==> src/rtl/vint_pkg.sv <==
package vint_pkg;
  localparam int ADDR_W = 16;
  localparam int BYTE_W = 8;

  typedef enum logic [3:0] {
    ST_IDLE,
    ST_PUSH_PSW,
    ST_PUSH_PCH,
    ST_PUSH_PCL,
    ST_VEC_LO,
    ST_VEC_HI,
    ST_POP_PCL,
    ST_POP_PCH,
    ST_POP_PSW
  } seq_state_t;
endpackage

==> src/rtl/vint_prio.sv <==
module vint_prio #(
  parameter int NSRC = 8,
  localparam int IW = (NSRC > 1) ? $clog2(NSRC) : 1
) (
  input  logic [NSRC-1:0] pend,
  output logic            any,
  output logic [IW-1:0]   idx
);
  always_comb begin
    any = |pend;
    idx = '0;
    for (int i = NSRC - 1; i >= 0; i--) begin
      if (pend[i]) idx = IW'(i);
    end
  end

  // winner is pending and nothing below it is pending
  always_comb begin
    if (any) begin
      AST_PRIO_LOWEST: assert (pend[idx] && ((pend & ((NSRC'(1) << idx) - NSRC'(1))) == '0)) else $error("priority pick wrong");
    end
  end
endmodule

==> src/rtl/vint_flags.sv <==
module vint_flags #(
  parameter int NSRC = 8,
  localparam int IW = (NSRC > 1) ? $clog2(NSRC) : 1
) (
  input  logic            clk,
  input  logic            rst_n,
  input  logic [NSRC-1:0] strobe,
  input  logic            flag_we,
  input  logic [NSRC-1:0] flag_wd,
  input  logic            mask_we,
  input  logic [NSRC-1:0] mask_wd,
  input  logic            clr_en,
  input  logic [IW-1:0]   clr_idx,
  output logic [NSRC-1:0] flag_q,
  output logic [NSRC-1:0] mask_q,
  output logic [NSRC-1:0] pend
);
  logic [NSRC-1:0] flag_d;
  logic [NSRC-1:0] clr_vec;

  assign clr_vec = clr_en ? (NSRC'(1) << clr_idx) : '0;
  assign pend    = flag_q & ~mask_q;

  always_comb begin
    flag_d = flag_we ? flag_wd : flag_q;
    flag_d = flag_d & ~clr_vec;
    flag_d = flag_d | strobe;
  end

  always_ff @(posedge clk) begin
    if (!rst_n) begin
      flag_q <= '0;
      mask_q <= '0;
    end else begin
      flag_q <= flag_d;
      if (mask_we) mask_q <= mask_wd;
    end
  end

  AST_STROBE_WINS: assert property (@(posedge clk) disable iff (!rst_n)
    (strobe != '0) |=> ((flag_q & $past(strobe)) == $past(strobe))) else $error("strobe lost");
  AST_CLEAR_SERVICED: assert property (@(posedge clk) disable iff (!rst_n)
    (clr_en && !strobe[clr_idx]) |=> !flag_q[$past(clr_idx)]) else $error("serviced flag not cleared");
endmodule

==> src/rtl/vint_ctrl.sv <==
module vint_ctrl
  import vint_pkg::*;
#(
  parameter int NSRC = 8,
  parameter logic [15:0] VEC_BASE = 16'h0006,
  parameter int VEC_STEP = 2,
  parameter int IE_BIT = 7,
  localparam int IW = (NSRC > 1) ? $clog2(NSRC) : 1
) (
  input  logic              clk,
  input  logic              rst_n,
  input  logic [NSRC-1:0]   req_strobe,
  input  logic              flag_wr_en,
  input  logic [NSRC-1:0]   flag_wr_data,
  input  logic              mask_wr_en,
  input  logic [NSRC-1:0]   mask_wr_data,
  input  logic              psw_wr_en,
  input  logic [BYTE_W-1:0] psw_wr_data,
  input  logic              pc_wr_en,
  input  logic [ADDR_W-1:0] pc_wr_data,
  input  logic              sp_wr_en,
  input  logic [ADDR_W-1:0] sp_wr_data,
  input  logic              ack_en,
  input  logic              ret_cmd,
  output logic              mem_valid,
  input  logic              mem_ready,
  output logic              mem_write,
  output logic [ADDR_W-1:0] mem_addr,
  output logic [BYTE_W-1:0] mem_wdata,
  input  logic [BYTE_W-1:0] mem_rdata,
  output logic              busy,
  output logic [NSRC-1:0]   flags,
  output logic [NSRC-1:0]   mask,
  output logic [BYTE_W-1:0] psw,
  output logic [ADDR_W-1:0] pc,
  output logic [ADDR_W-1:0] sp
);
  seq_state_t        state;
  logic [ADDR_W-1:0] vec_addr;
  logic [BYTE_W-1:0] vec_lo;
  logic [NSRC-1:0]   pend;
  logic              pick_any;
  logic [IW-1:0]     pick_idx;
  logic              idle, start_ret, start_int, xfer;

  assign idle      = (state == ST_IDLE);
  assign start_ret = idle && ret_cmd;
  assign start_int = idle && !ret_cmd && ack_en && psw[IE_BIT] && pick_any;
  assign xfer      = mem_valid && mem_ready;
  assign busy      = !idle;

  vint_flags #(.NSRC(NSRC)) u_flags (
    .clk     (clk),
    .rst_n   (rst_n),
    .strobe  (req_strobe),
    .flag_we (flag_wr_en),
    .flag_wd (flag_wr_data),
    .mask_we (mask_wr_en),
    .mask_wd (mask_wr_data),
    .clr_en  (start_int),
    .clr_idx (pick_idx),
    .flag_q  (flags),
    .mask_q  (mask),
    .pend    (pend)
  );

  vint_prio #(.NSRC(NSRC)) u_prio (
    .pend (pend),
    .any  (pick_any),
    .idx  (pick_idx)
  );

  // bus request decode per state
  always_comb begin
    mem_valid = !idle;
    mem_write = 1'b0;
    mem_addr  = sp;
    mem_wdata = '0;
    unique case (state)
      ST_PUSH_PSW: begin mem_write = 1'b1; mem_addr = sp - 16'd1; mem_wdata = psw;      end
      ST_PUSH_PCH: begin mem_write = 1'b1; mem_addr = sp - 16'd1; mem_wdata = pc[15:8]; end
      ST_PUSH_PCL: begin mem_write = 1'b1; mem_addr = sp - 16'd1; mem_wdata = pc[7:0];  end
      ST_VEC_LO:   mem_addr = vec_addr;
      ST_VEC_HI:   mem_addr = vec_addr + 16'd1;
      default:     mem_addr = sp;
    endcase
  end

  always_ff @(posedge clk) begin
    if (!rst_n) begin
      state    <= ST_IDLE;
      pc       <= '0;
      sp       <= '0;
      psw      <= '0;
      vec_addr <= '0;
      vec_lo   <= '0;
    end else begin
      unique case (state)
        ST_IDLE: begin
          if (start_ret) begin
            state <= ST_POP_PCL;
          end else if (start_int) begin
            state    <= ST_PUSH_PSW;
            vec_addr <= VEC_BASE + (16'(pick_idx) * 16'(VEC_STEP));
          end else begin
            if (pc_wr_en)  pc  <= pc_wr_data;
            if (sp_wr_en)  sp  <= sp_wr_data;
            if (psw_wr_en) psw <= psw_wr_data;
          end
        end
        ST_PUSH_PSW: if (xfer) begin sp <= sp - 16'd1; state <= ST_PUSH_PCH; end
        ST_PUSH_PCH: if (xfer) begin sp <= sp - 16'd1; state <= ST_PUSH_PCL; end
        ST_PUSH_PCL: if (xfer) begin sp <= sp - 16'd1; state <= ST_VEC_LO;   end
        ST_VEC_LO:   if (xfer) begin vec_lo <= mem_rdata; state <= ST_VEC_HI; end
        ST_VEC_HI: if (xfer) begin
          pc          <= {mem_rdata, vec_lo};
          psw[IE_BIT] <= 1'b0;
          state       <= ST_IDLE;
        end
        ST_POP_PCL: if (xfer) begin pc[7:0]  <= mem_rdata; sp <= sp + 16'd1; state <= ST_POP_PCH; end
        ST_POP_PCH: if (xfer) begin pc[15:8] <= mem_rdata; sp <= sp + 16'd1; state <= ST_POP_PSW; end
        ST_POP_PSW: if (xfer) begin psw      <= mem_rdata; sp <= sp + 16'd1; state <= ST_IDLE;    end
        default: state <= ST_IDLE;
      endcase
    end
  end

  AST_REQ_HOLD: assert property (@(posedge clk) disable iff (!rst_n)
    (mem_valid && !mem_ready) |=> (mem_valid && $stable(mem_addr) && $stable(mem_write) && $stable(mem_wdata))) else $error("request dropped or changed");
  AST_PUSH_PREDEC: assert property (@(posedge clk) disable iff (!rst_n)
    (xfer && mem_write) |=> (sp == $past(sp) - 16'd1)) else $error("push did not step SP down");
  AST_POP_POSTINC: assert property (@(posedge clk) disable iff (!rst_n)
    (xfer && (state == ST_POP_PCL || state == ST_POP_PCH || state == ST_POP_PSW)) |=> (sp == $past(sp) + 16'd1)) else $error("pop did not step SP up");
  AST_IE_OFF_AFTER_ENTRY: assert property (@(posedge clk) disable iff (!rst_n)
    (xfer && state == ST_VEC_HI) |=> (!psw[IE_BIT] && !busy)) else $error("enable not cleared");
  AST_ENTRY_NEEDS_IE: assert property (@(posedge clk) disable iff (!rst_n)
    (idle && !ret_cmd && !psw[IE_BIT]) |=> !busy) else $error("entry without enable");
endmodule

==> config.mk <==
export PLATFORM = sky130hd
export DESIGN_NAME = vint_ctrl
export DESIGN_NICKNAME = d
export VERILOG_FILES = /design/src/rtl/vint_pkg.sv /design/src/rtl/vint_prio.sv /design/src/rtl/vint_flags.sv /design/src/rtl/vint_ctrl.sv
export SDC_FILE = /design/constraint.sdc
export NUM_CORES = 1
export LEC_CHECK = 0
export ABC_AREA = 1
export CAP_MARGIN = 20
export CORE_MARGIN = 1.5
export CORE_UTILIZATION = 35
export CTS_CLUSTER_DIAMETER = 50
export DETAILED_ROUTE_END_ITERATION = 16
export PLACE_DENSITY = 0.74
export SLEW_MARGIN = 20
export SYNTH_ARGS = -nofsm -noshare
export SYNTH_HDL_FRONTEND = slang
export SYNTH_HIERARCHICAL = 1
export SYNTH_SLANG_ARGS = --single-unit
==> constraint.sdc <==
create_clock -name clk -period 3.6 [get_ports clk]
set_clock_uncertainty 0.15 [all_clocks]
set_input_delay 0.72 -clock clk [delete_from_list [all_inputs] [get_ports clk]]
set_output_delay 0.72 -clock clk [all_outputs]
set_load 0.02 [all_outputs]
Yosys cells after proc, flatten, opt, wreduce, memory -nomap -nowiden
Index checks and enable logic that the tools add are counted.
{"block": "word_totals", "wordCells": 114, "output_inout_bits": 83, "in_bits": 82, "regBits": 84}
{"block": "op_classes", "n_eq_ne": 25, "bitwise_logic": 6, "n_mux": 42, "reduce_logical": 26, "shift": 1, "addsub": 4}
{"op": "16-bit two-way mux", "n": 9}
{"op": "16-bit case mux with 3 select lines", "n": 2}
{"op": "8-bit case mux with 3 select lines", "n": 3}
{"op": "8-bit two-way mux", "n": 6}
{"op": "4-bit two-way mux", "n": 9}
{"op": "16-bit by 1-bit adder with 16-bit output (second input constant)", "n": 2}
{"op": "4-bit case mux with 8 select lines", "n": 1}
{"op": "2-bit inequality test (second input constant)", "n": 13}
{"op": "3-bit two-way mux", "n": 8}
{"op": "6-bit AND reduction", "n": 4}
{"op": "8-bit bitwise AND", "n": 2}
{"op": "4-bit by 3-bit equality test with 1-bit output (second input constant)", "n": 4}
{"op": "8-bit NOT", "n": 2}
{"op": "16-bit by 1-bit subtractor with 16-bit output (second input constant)", "n": 1}
{"op": "7-bit case mux with 2 select lines", "n": 1}
{"op": "3-bit nonzero test", "n": 4}
{"op": "4-bit by 2-bit equality test with 1-bit output (second input constant)", "n": 2}
{"op": "8-bit OR", "n": 1}
{"op": "8-bit AND reduction", "n": 1}
{"op": "8-bit OR reduction", "n": 1}
{"op": "1-bit by 3-bit << shifter with 8-bit output (first input constant)", "n": 1}
{"op": "1-bit logical AND", "n": 6}
{"op": "2-bit by 1-bit inequality test with 1-bit output (second input constant)", "n": 3}
{"op": "3-bit OR reduction", "n": 2}
{"op": "other kinds (14)", "n": 16}

Longest topological paths before layout
Gate-level depths: netlist of the first run.
{"block": "logic_depth", "ltp_word": 15, "ltp_mapped": 15, "ltp_nobuf": 15}

Cells and area by module
The synthesis of the first run kept the hierarchy.
{"module": "vint_ctrl", "instances": 1, "seq_area_each_um2": 1121.1, "area_per_inst_um2": 3940.0, "cells_each": 682}
{"module": "vint_flags", "instances": 1, "seq_area_each_um2": 320.3, "area_per_inst_um2": 773.2, "cells_each": 127}
{"module": "vint_prio", "instances": 1, "seq_area_each_um2": 0.0, "area_per_inst_um2": 98.8, "cells_each": 22}

Least setup slack after synthesis of the first run
OpenSTA, ideal clock, no wires.
{"block": "synth_path", "path_type": "reg-to-output", "start": "register state[1]", "end": "output mem_addr[11]", "arrival_ps": 1496, "setup_slack_ps": 1234, "path_buffers": 1, "path_stages_with_launch": 7, "t_required_ps": 2730, "path_cell_list": "dfxtp_1 -> inv_1 -> nand2_1 -> nand2_1 -> nand2_1 -> clkbuf_1 -> o21ai_0"}
{"block": "synth_between", "elab_chain_len": 3, "elab_cells_between_ends": 7, "cone_classes": "5 x eq/ne; 1 x mux; 1 x reduce/logical"}
{"element": "from (decl)", "line": "vint_ctrl.sv:38", "rtl": "seq_state_t state;"}
{"element": "from (signal assigned)", "line": "vint_ctrl.sv:91", "rtl": "state <= ST_IDLE;"}
{"element": "from (signal assigned)", "line": "vint_ctrl.sv:101", "rtl": "state <= ST_POP_PCL;"}
{"element": "from (signal assigned)", "line": "vint_ctrl.sv:103", "rtl": "state <= ST_PUSH_PSW;"}
{"element": "4-bit by 2-bit equality test with 1-bit output or 4-bit by 1-bit equality test with 1-bit output (tied branches)", "line": "vint_ctrl.sv:79", "rtl": "unique case (state)"}
{"element": "3-bit OR reduction (no line)"}
{"element": "16-bit case mux with 3 select lines *", "line": "vint_ctrl.sv:79"}
{"element": "to (decl)", "line": "vint_ctrl.sv:28", "rtl": "output logic [ADDR_W-1:0] mem_addr,"}
Mark *: on every way between the ends. The rest lies on a longest branch, timed or not.

Final worst setup path of the first run
{"block": "layout_path", "start": "register state[1]", "end": "output mem_addr[3]"}
Same word-level chain as after synthesis.

==> results.toml, run 1 <==
[detailed_routing]
drt-vias-per-instance = 4.942
vias = 5743
avgRoutedWirePerCell_um = 14.01
dr.pass1.iters = 6
initialDrtViolationCount = 488
postRouteAntennaNets = 0
drt_wl_total_um = 16280
drc = 0

[layout]
drive_gt1_share_pct = 4.970
nets = 1066
fillerInstances = 1394
fin_cells = 1162
syn2layout_area_growth_pct = 43.86
antenna_cells = 0

[synth]
ys.flop_type = "dfxtp_1"
syn_area_um2 = 4812
syn_inst = 831
synth_warnings = 6
synth-seq-cells = 72
synth.avg_cell_area_um2 = 5.791
synthTopCellsByCount = "nand2_1 (218), nor2_1 (139), inv_1 (96)"
synth_cell_type_count = 36
yosys.area.top_type_share_pct = 29.95
synthArstFlopShare_pct = 0
syn_nets = 916
synth.most_common_cell = "nand2_1"
synth.area.top_cells = "dfxtp_1 (30%), nand2_1 (17%), nor2_1 (11%)"
synth_seq_area_share_pct = 29.95
synth-edff-count = 0
yosys.area.top_type = "dfxtp_1"

[die]
io_pins = 165
die_w_um = 120.3
core_um2 = 13350
die_area_um2 = 14460
start_util_pct = 36.05
core.rowCount = 42
die_y_um = 120.3

[critical_path]
cp_data_required_time_ns = 2.73
cp-end-kind = "output port"
path_class = "flip-flop to output port"
path_buf_inv = 3
arrival_ns = 2.51
path_cells = "inv_1 > nand2_1 > nand2_1 > clkinvlp_4 > nand2_1 > o221ai_1 > clkdlybuf4s50_1"
cp_top_family = "buffers and inverters"
worst_r2r_path_depth = 13
worstReg2RegEnd = "sp[10]$_SDFFE_PN0P_"
crit_top_cell = "nand2_1"
start_kind = "flip-flop"
cp_slowest_cell = "clkdlybuf4s50_1"
ff2ff_setup_slack_ns = 1.02
cpPeakStageDelay_ns = 0.58
path_max_fanout = 17
timing.rr.start = "u_flags/flag_q[6]$_SDFF_PN0_"
path_depth = 7

[power]
p_leak_nw = 3.059
power.density_nw_per_um2 = 860.0
p_switching_mw = 2.911
combPwrFrac_pct = 60.5
swShare_pct = 48.89
p_int_mw = 3.043
ir_drop_mv = 0.3903
seq_power_share_pct = 21.6
p_clk_share_pct = 17.9

[grt]
grt_max_degree = 24
grt_pass1_vias = 5341
grt_usage_pct = 22.60
antenna_found_initial = 0
grt_pass1_wl_um = 25960
overflow = 0

[flow_run]
cap_violations = 0

[placed_design]
placedCellCount = 1146
hpwl_um = 12360
gp_congestion = 0.8999
port_buffers = 164

[cts]
clock_path_buffers = 2
htreeDepth = 3
cts_made_buffers = 9
cts_tree = "yes"
postCtsSetupBuffers = 0
path_clk_slew_ns = 0.06
clock-sinks = 72
clock-root-buffer = "clkbuf_16"
clock_latency_ns = 0.34

[worst_hold_path]
whs_path_depth = 2
min-delay-start = "vec_lo[3]$_SDFFE_PN0P_"
min_to = "vec_lo[3]$_SDFFE_PN0P_"
min_path_type = "flip-flop to flip-flop"

[timing]
slew_headroom_pct = 57.63
finalHoldViolations = 0
fin_crit_sh_pct = 93.91
worst_pin_slew_ns = 0.6349
rsz0062_at_grt = "false"
slew_violations = 0
setup_viol = 0
fin_crit_ns = 3.381
setup_tns_ns = 0
fmax_mhz = 295.8

[status]
outcome = "complete, no violations"
==> cells by family (layout without fill, tap and decap cells) <==
logic type	count (synthesis)	count (layout)	synth area share (%)
simple gates	479	479	41.86
compound gates	143	143	15.96
buf+inv	132	287	11.08
flops	72	72	29.95
fa+ha+maj	3	3	0.7801
xor+xnor	2	2	0.3641
==> timing repair <==
action	4_1_cts	5_1_grt
setup endpoints to repair	0	14
hold buffers	0	0
resized for setup	0	3
hold endpoints to repair	0	0
==> routing by layer <==
layer	GRT usage, %	wire [um]
met5	0	0
met1	29.68	7289
met2	36.07	7382
met4	7.868	375
met3	5.755	1235
==> power groups by stage <==
stage | clock [mW] | combinational (mW) | sequential [mW]
floorplan | 0 | 2.22 | 1.38
global placement | 0 | 3.55 | 1.29
detailed placement | 0 | 3.56 | 1.29
CTS | 1.08 | 3.58 | 1.28
global route | 1.12 | 3.98 | 1.32
finish | 1.06 | 3.60 | 1.29
==> final cells by class <==
type | instances | area [um2] | area share, %
tap | 176 | 220.2 | 3.181
clock inverter | 6 | 113.9 | 1.645
timing repair buffer | 167 | 1664 | 24.04
multi-input combinational | 627 | 2845 | 41.10
sequential | 72 | 1441 | 20.82
inverter | 104 | 399.1 | 5.765
clock buffer | 10 | 239.0 | 3.452
==> worst reg2reg max path, cell delays in order (launching register included) <==
cell     delay [ns]
dfxtp_1        0.33
inv_1          0.10
nor2_1         0.06
or2_1          0.26
nor3_2         0.17
nand2_1        0.07
nand3_1        0.14
a21oi_2        0.11
inv_1          0.11
nand3_2        0.35
inv_2          0.39
nand2_1        0.09
nor2_1         0.09
nor2_1         0.05
==> layout by cell type, fill, tap and decap left out, drive strengths merged <==
master and n:
a211oi 2, a21oi 42, a31oi 1, and2 2
buf 3, bufinv 3, clkbuf 10, clkdlybuf4s50 164
clkinv 2, clkinvlp 3, dfxtp 72, ha 3
inv 102, nand2 222, nand3 87, nand4 7
nor2 147, nor3 12, o211ai 6, o21ai 87
o221ai 1, o22ai 4, or2 2, xnor2 1
xor2 1
==> worst max-delay path by stage <==
stage | slack [ns] | end | from
2_1_floorplan | 1.23 | mem_addr[11] | state[1]$_SDFFE_PN0P_
3_3_place_gp | 0.51 | mem_addr[2] | state[1]$_SDFFE_PN0P_
3_5_place_dp | 0.45 | mem_addr[4] | state[1]$_SDFFE_PN0P_
4_1_cts | 0.06 | mem_addr[4] | state[1]$_SDFFE_PN0P_
5_1_grt | 0.04 | mem_addr[4] | state[1]$_SDFFE_PN0P_
6_report | 0.22 | mem_addr[3] | state[1]$_SDFFE_PN0P_
==> per-stage QoR <==
step           hold WS, ns  instance area, um2  power (mW)  setup WS, ns  utilization (%)
6_report            0.2950                6923       5.953        0.2192            51.87
5_1_grt             0.3111                6923       6.409       0.03818            51.87
4_1_cts             0.2955                6912       5.934       0.06326            51.78
3_5_place_dp        0.2856                6559       4.853        0.4474            49.14
3_3_place_gp        0.2812                6559       4.836        0.5095            49.14
2_1_floorplan       0.2737                4812       3.594         1.234                -
==> registers in the layout, summed over array words and instances (netlist names) <==
register,count
vec_addr,4
state,4
sp,16
vec_lo,8
pc,16
psw,8
u_flags/mask_q,8
u_flags/flag_q,8
No activity file was read; power rests on OpenSTA's default activity.
==> run 2: changes to the inputs <==
- CTS_BUF_LIST: default -> sky130_fd_sc_hd__clkbuf_16
==> run 2 against run 1 <==
  * Maximum frequency about the same
  * Wire length barely moved
  * Count of clock-buffer cells in the layout decreased by 1
  * Critical endpoint unchanged
==> results.toml, run 2 (synthesized netlist as in run 1, its figures left out) <==
[critical_path]
crit_top_cell = "nand2_1"
path_max_fanout = 17
cpPeakStageDelay_ns = 0.58
cp_slowest_cell = "clkdlybuf4s50_1"
cp_data_required_time_ns = 2.73
arrival_ns = 2.51
path_class = "flip-flop to output port"
cp-end-kind = "output port"
path_cells = "inv_1 > nand2_1 > nand2_1 > clkinvlp_4 > nand2_1 > o221ai_1 > clkdlybuf4s50_1"
ff2ff_setup_slack_ns = 1.01
start_kind = "flip-flop"

[cts]
cts-resized-gates = 0
postCtsHoldBufs = 0
clock_path_buffers = 2
cts_tree = "yes"
clock_latency_ns = 0.34
clock-root-buffer = "clkbuf_16"
path_clk_slew_ns = 0.06
postCtsSetupBuffers = 0
cts_made_buffers = 9
htreeDepth = 3
clock-sinks = 72

[timing]
rsz0062_at_grt = "false"
setup_viol = 0
worst_pin_slew_ns = 0.6321
finalHoldViolations = 0
fmax_mhz = 296.0
worst_hold_slack_ns = 0.2951
fin_crit_sh_pct = 93.84
slew_violations = 0
setup_tns_ns = 0
fin_crit_ns = 3.378
slew_headroom_pct = 57.81

[detailed_routing]
drt_wl_total_um = 16290
postRouteAntennaNets = 0
dr.pass1.iters = 5
initialDrtViolationCount = 457
avgRoutedWirePerCell_um = 14.02
drc = 0
vias = 5772
drt-vias-per-instance = 4.967

[grt]
overflow = 0
grt_pass1_wl_um = 25980
grt_usage_pct = 22.61
grt_pass1_vias = 5349
grt_max_degree = 24
antenna_found_initial = 0

[placed_design]
place_area_um2 = 6559
hpwl_um = 12360
port_buffers = 164
gp_congestion = 0.8999

[layout]
antenna_cells = 0
multi_input_area_um2 = 2845
design_area_um2 = 6913
regArea_um2 = 1441
top_regs = "pc (16), sp (16)"
fillerInstances = 1395
final_cell_mix = "nand2_1 (217), clkdlybuf4s50_1 (164), nor2_1 (139)"
syn2layout_area_growth_pct = 43.66
drive_gt1_share_pct = 4.868
nets = 1066
layout.cells.most_common = "nand2_1"

[die]
die_w_um = 120.3
die_area_um2 = 14460
core.rowCount = 42
core_um2 = 13350
die_y_um = 120.3
io_pins = 165
start_util_pct = 36.05

[power]
p_leak_nw = 3.053
ir_drop_mv = 0.3923
power.density_nw_per_um2 = 858.1

[status]
outcome = "complete, no violations"

[flow_run]
cap_violations = 0

[worst_hold_path]
min_path_type = "flip-flop to flip-flop"
[run 2: cell types whose count changed in the layout (fill, tap and decap cells not counted)]
cell,previous run,this run
clkinv_1,1,2
clkbuf_8,1,0
[run 2: path summary, 6_finish.rpt]
kind                                              startpoint                     end  depth (start not counted)
worst max-delay path                   state[1]$_SDFFE_PN0P_             mem_addr[3]                          7
worst min-delay path                  vec_lo[3]$_SDFFE_PN0P_  vec_lo[3]$_SDFFE_PN0P_                          2
worst max register to register  u_flags/flag_q[6]$_SDFF_PN0_     sp[10]$_SDFFE_PN0P_                         13
worst min register to register        vec_lo[3]$_SDFFE_PN0P_  vec_lo[3]$_SDFFE_PN0P_                          2
[run 2: area by class of cell]
cell class                      count  share of cell area, %
Multi-Input combinational cell    627                  41.16
Timing Repair Buffer              167                  24.07
Sequential cell                    72                  20.85
Inverter                          104                  5.774
Clock buffer                        9                  3.258
Tap cell                          176                  3.186
Clock inverter                      7                  1.701
[run 2: report_power, final]
part | total, mW | internal (mW) | switching (mW)
sequential | 1.29 | 1.02 | 0.268
combinational | 3.61 | 1.33 | 2.28
clock | 1.04 | 0.677 | 0.360
[run 2: worst max-delay path, delay by kind of cell (launching register included)]
| family | cells | cell delay (ns) |
|---|---|---|
| compound gates | 1 | 0.17 |
| simple gates | 3 | 0.54 |
| flops | 1 | 0.35 |
| buf+inv | 3 | 1.13 |
[run 2: routing by layer]
layer | track usage (%) | wire length, um | vias up
met5 | 0 | 0 | -
met4 | 7.868 | 426 | 0
met3 | 5.755 | 1271 | 29
met2 | 36.11 | 7346 | 226
met1 | 29.68 | 7249 | 2550
li1 | - | - | 2967
[run 2: stage by stage]
stage / utilization [%] / total power [mW] / instances / setup WS [ns]
CTS: 51.71 / 5.912 / 1162 / 0.06416
global placement: 49.14 / 4.836 / 1146 / 0.5095
detailed placement: 49.14 / 4.853 / 1146 / 0.4474
finish: 51.79 / 5.932 / 1162 / 0.2218
global route: 51.79 / 6.387 / 1162 / 0.03926
floorplan: - / 3.594 / 831 / 1.234
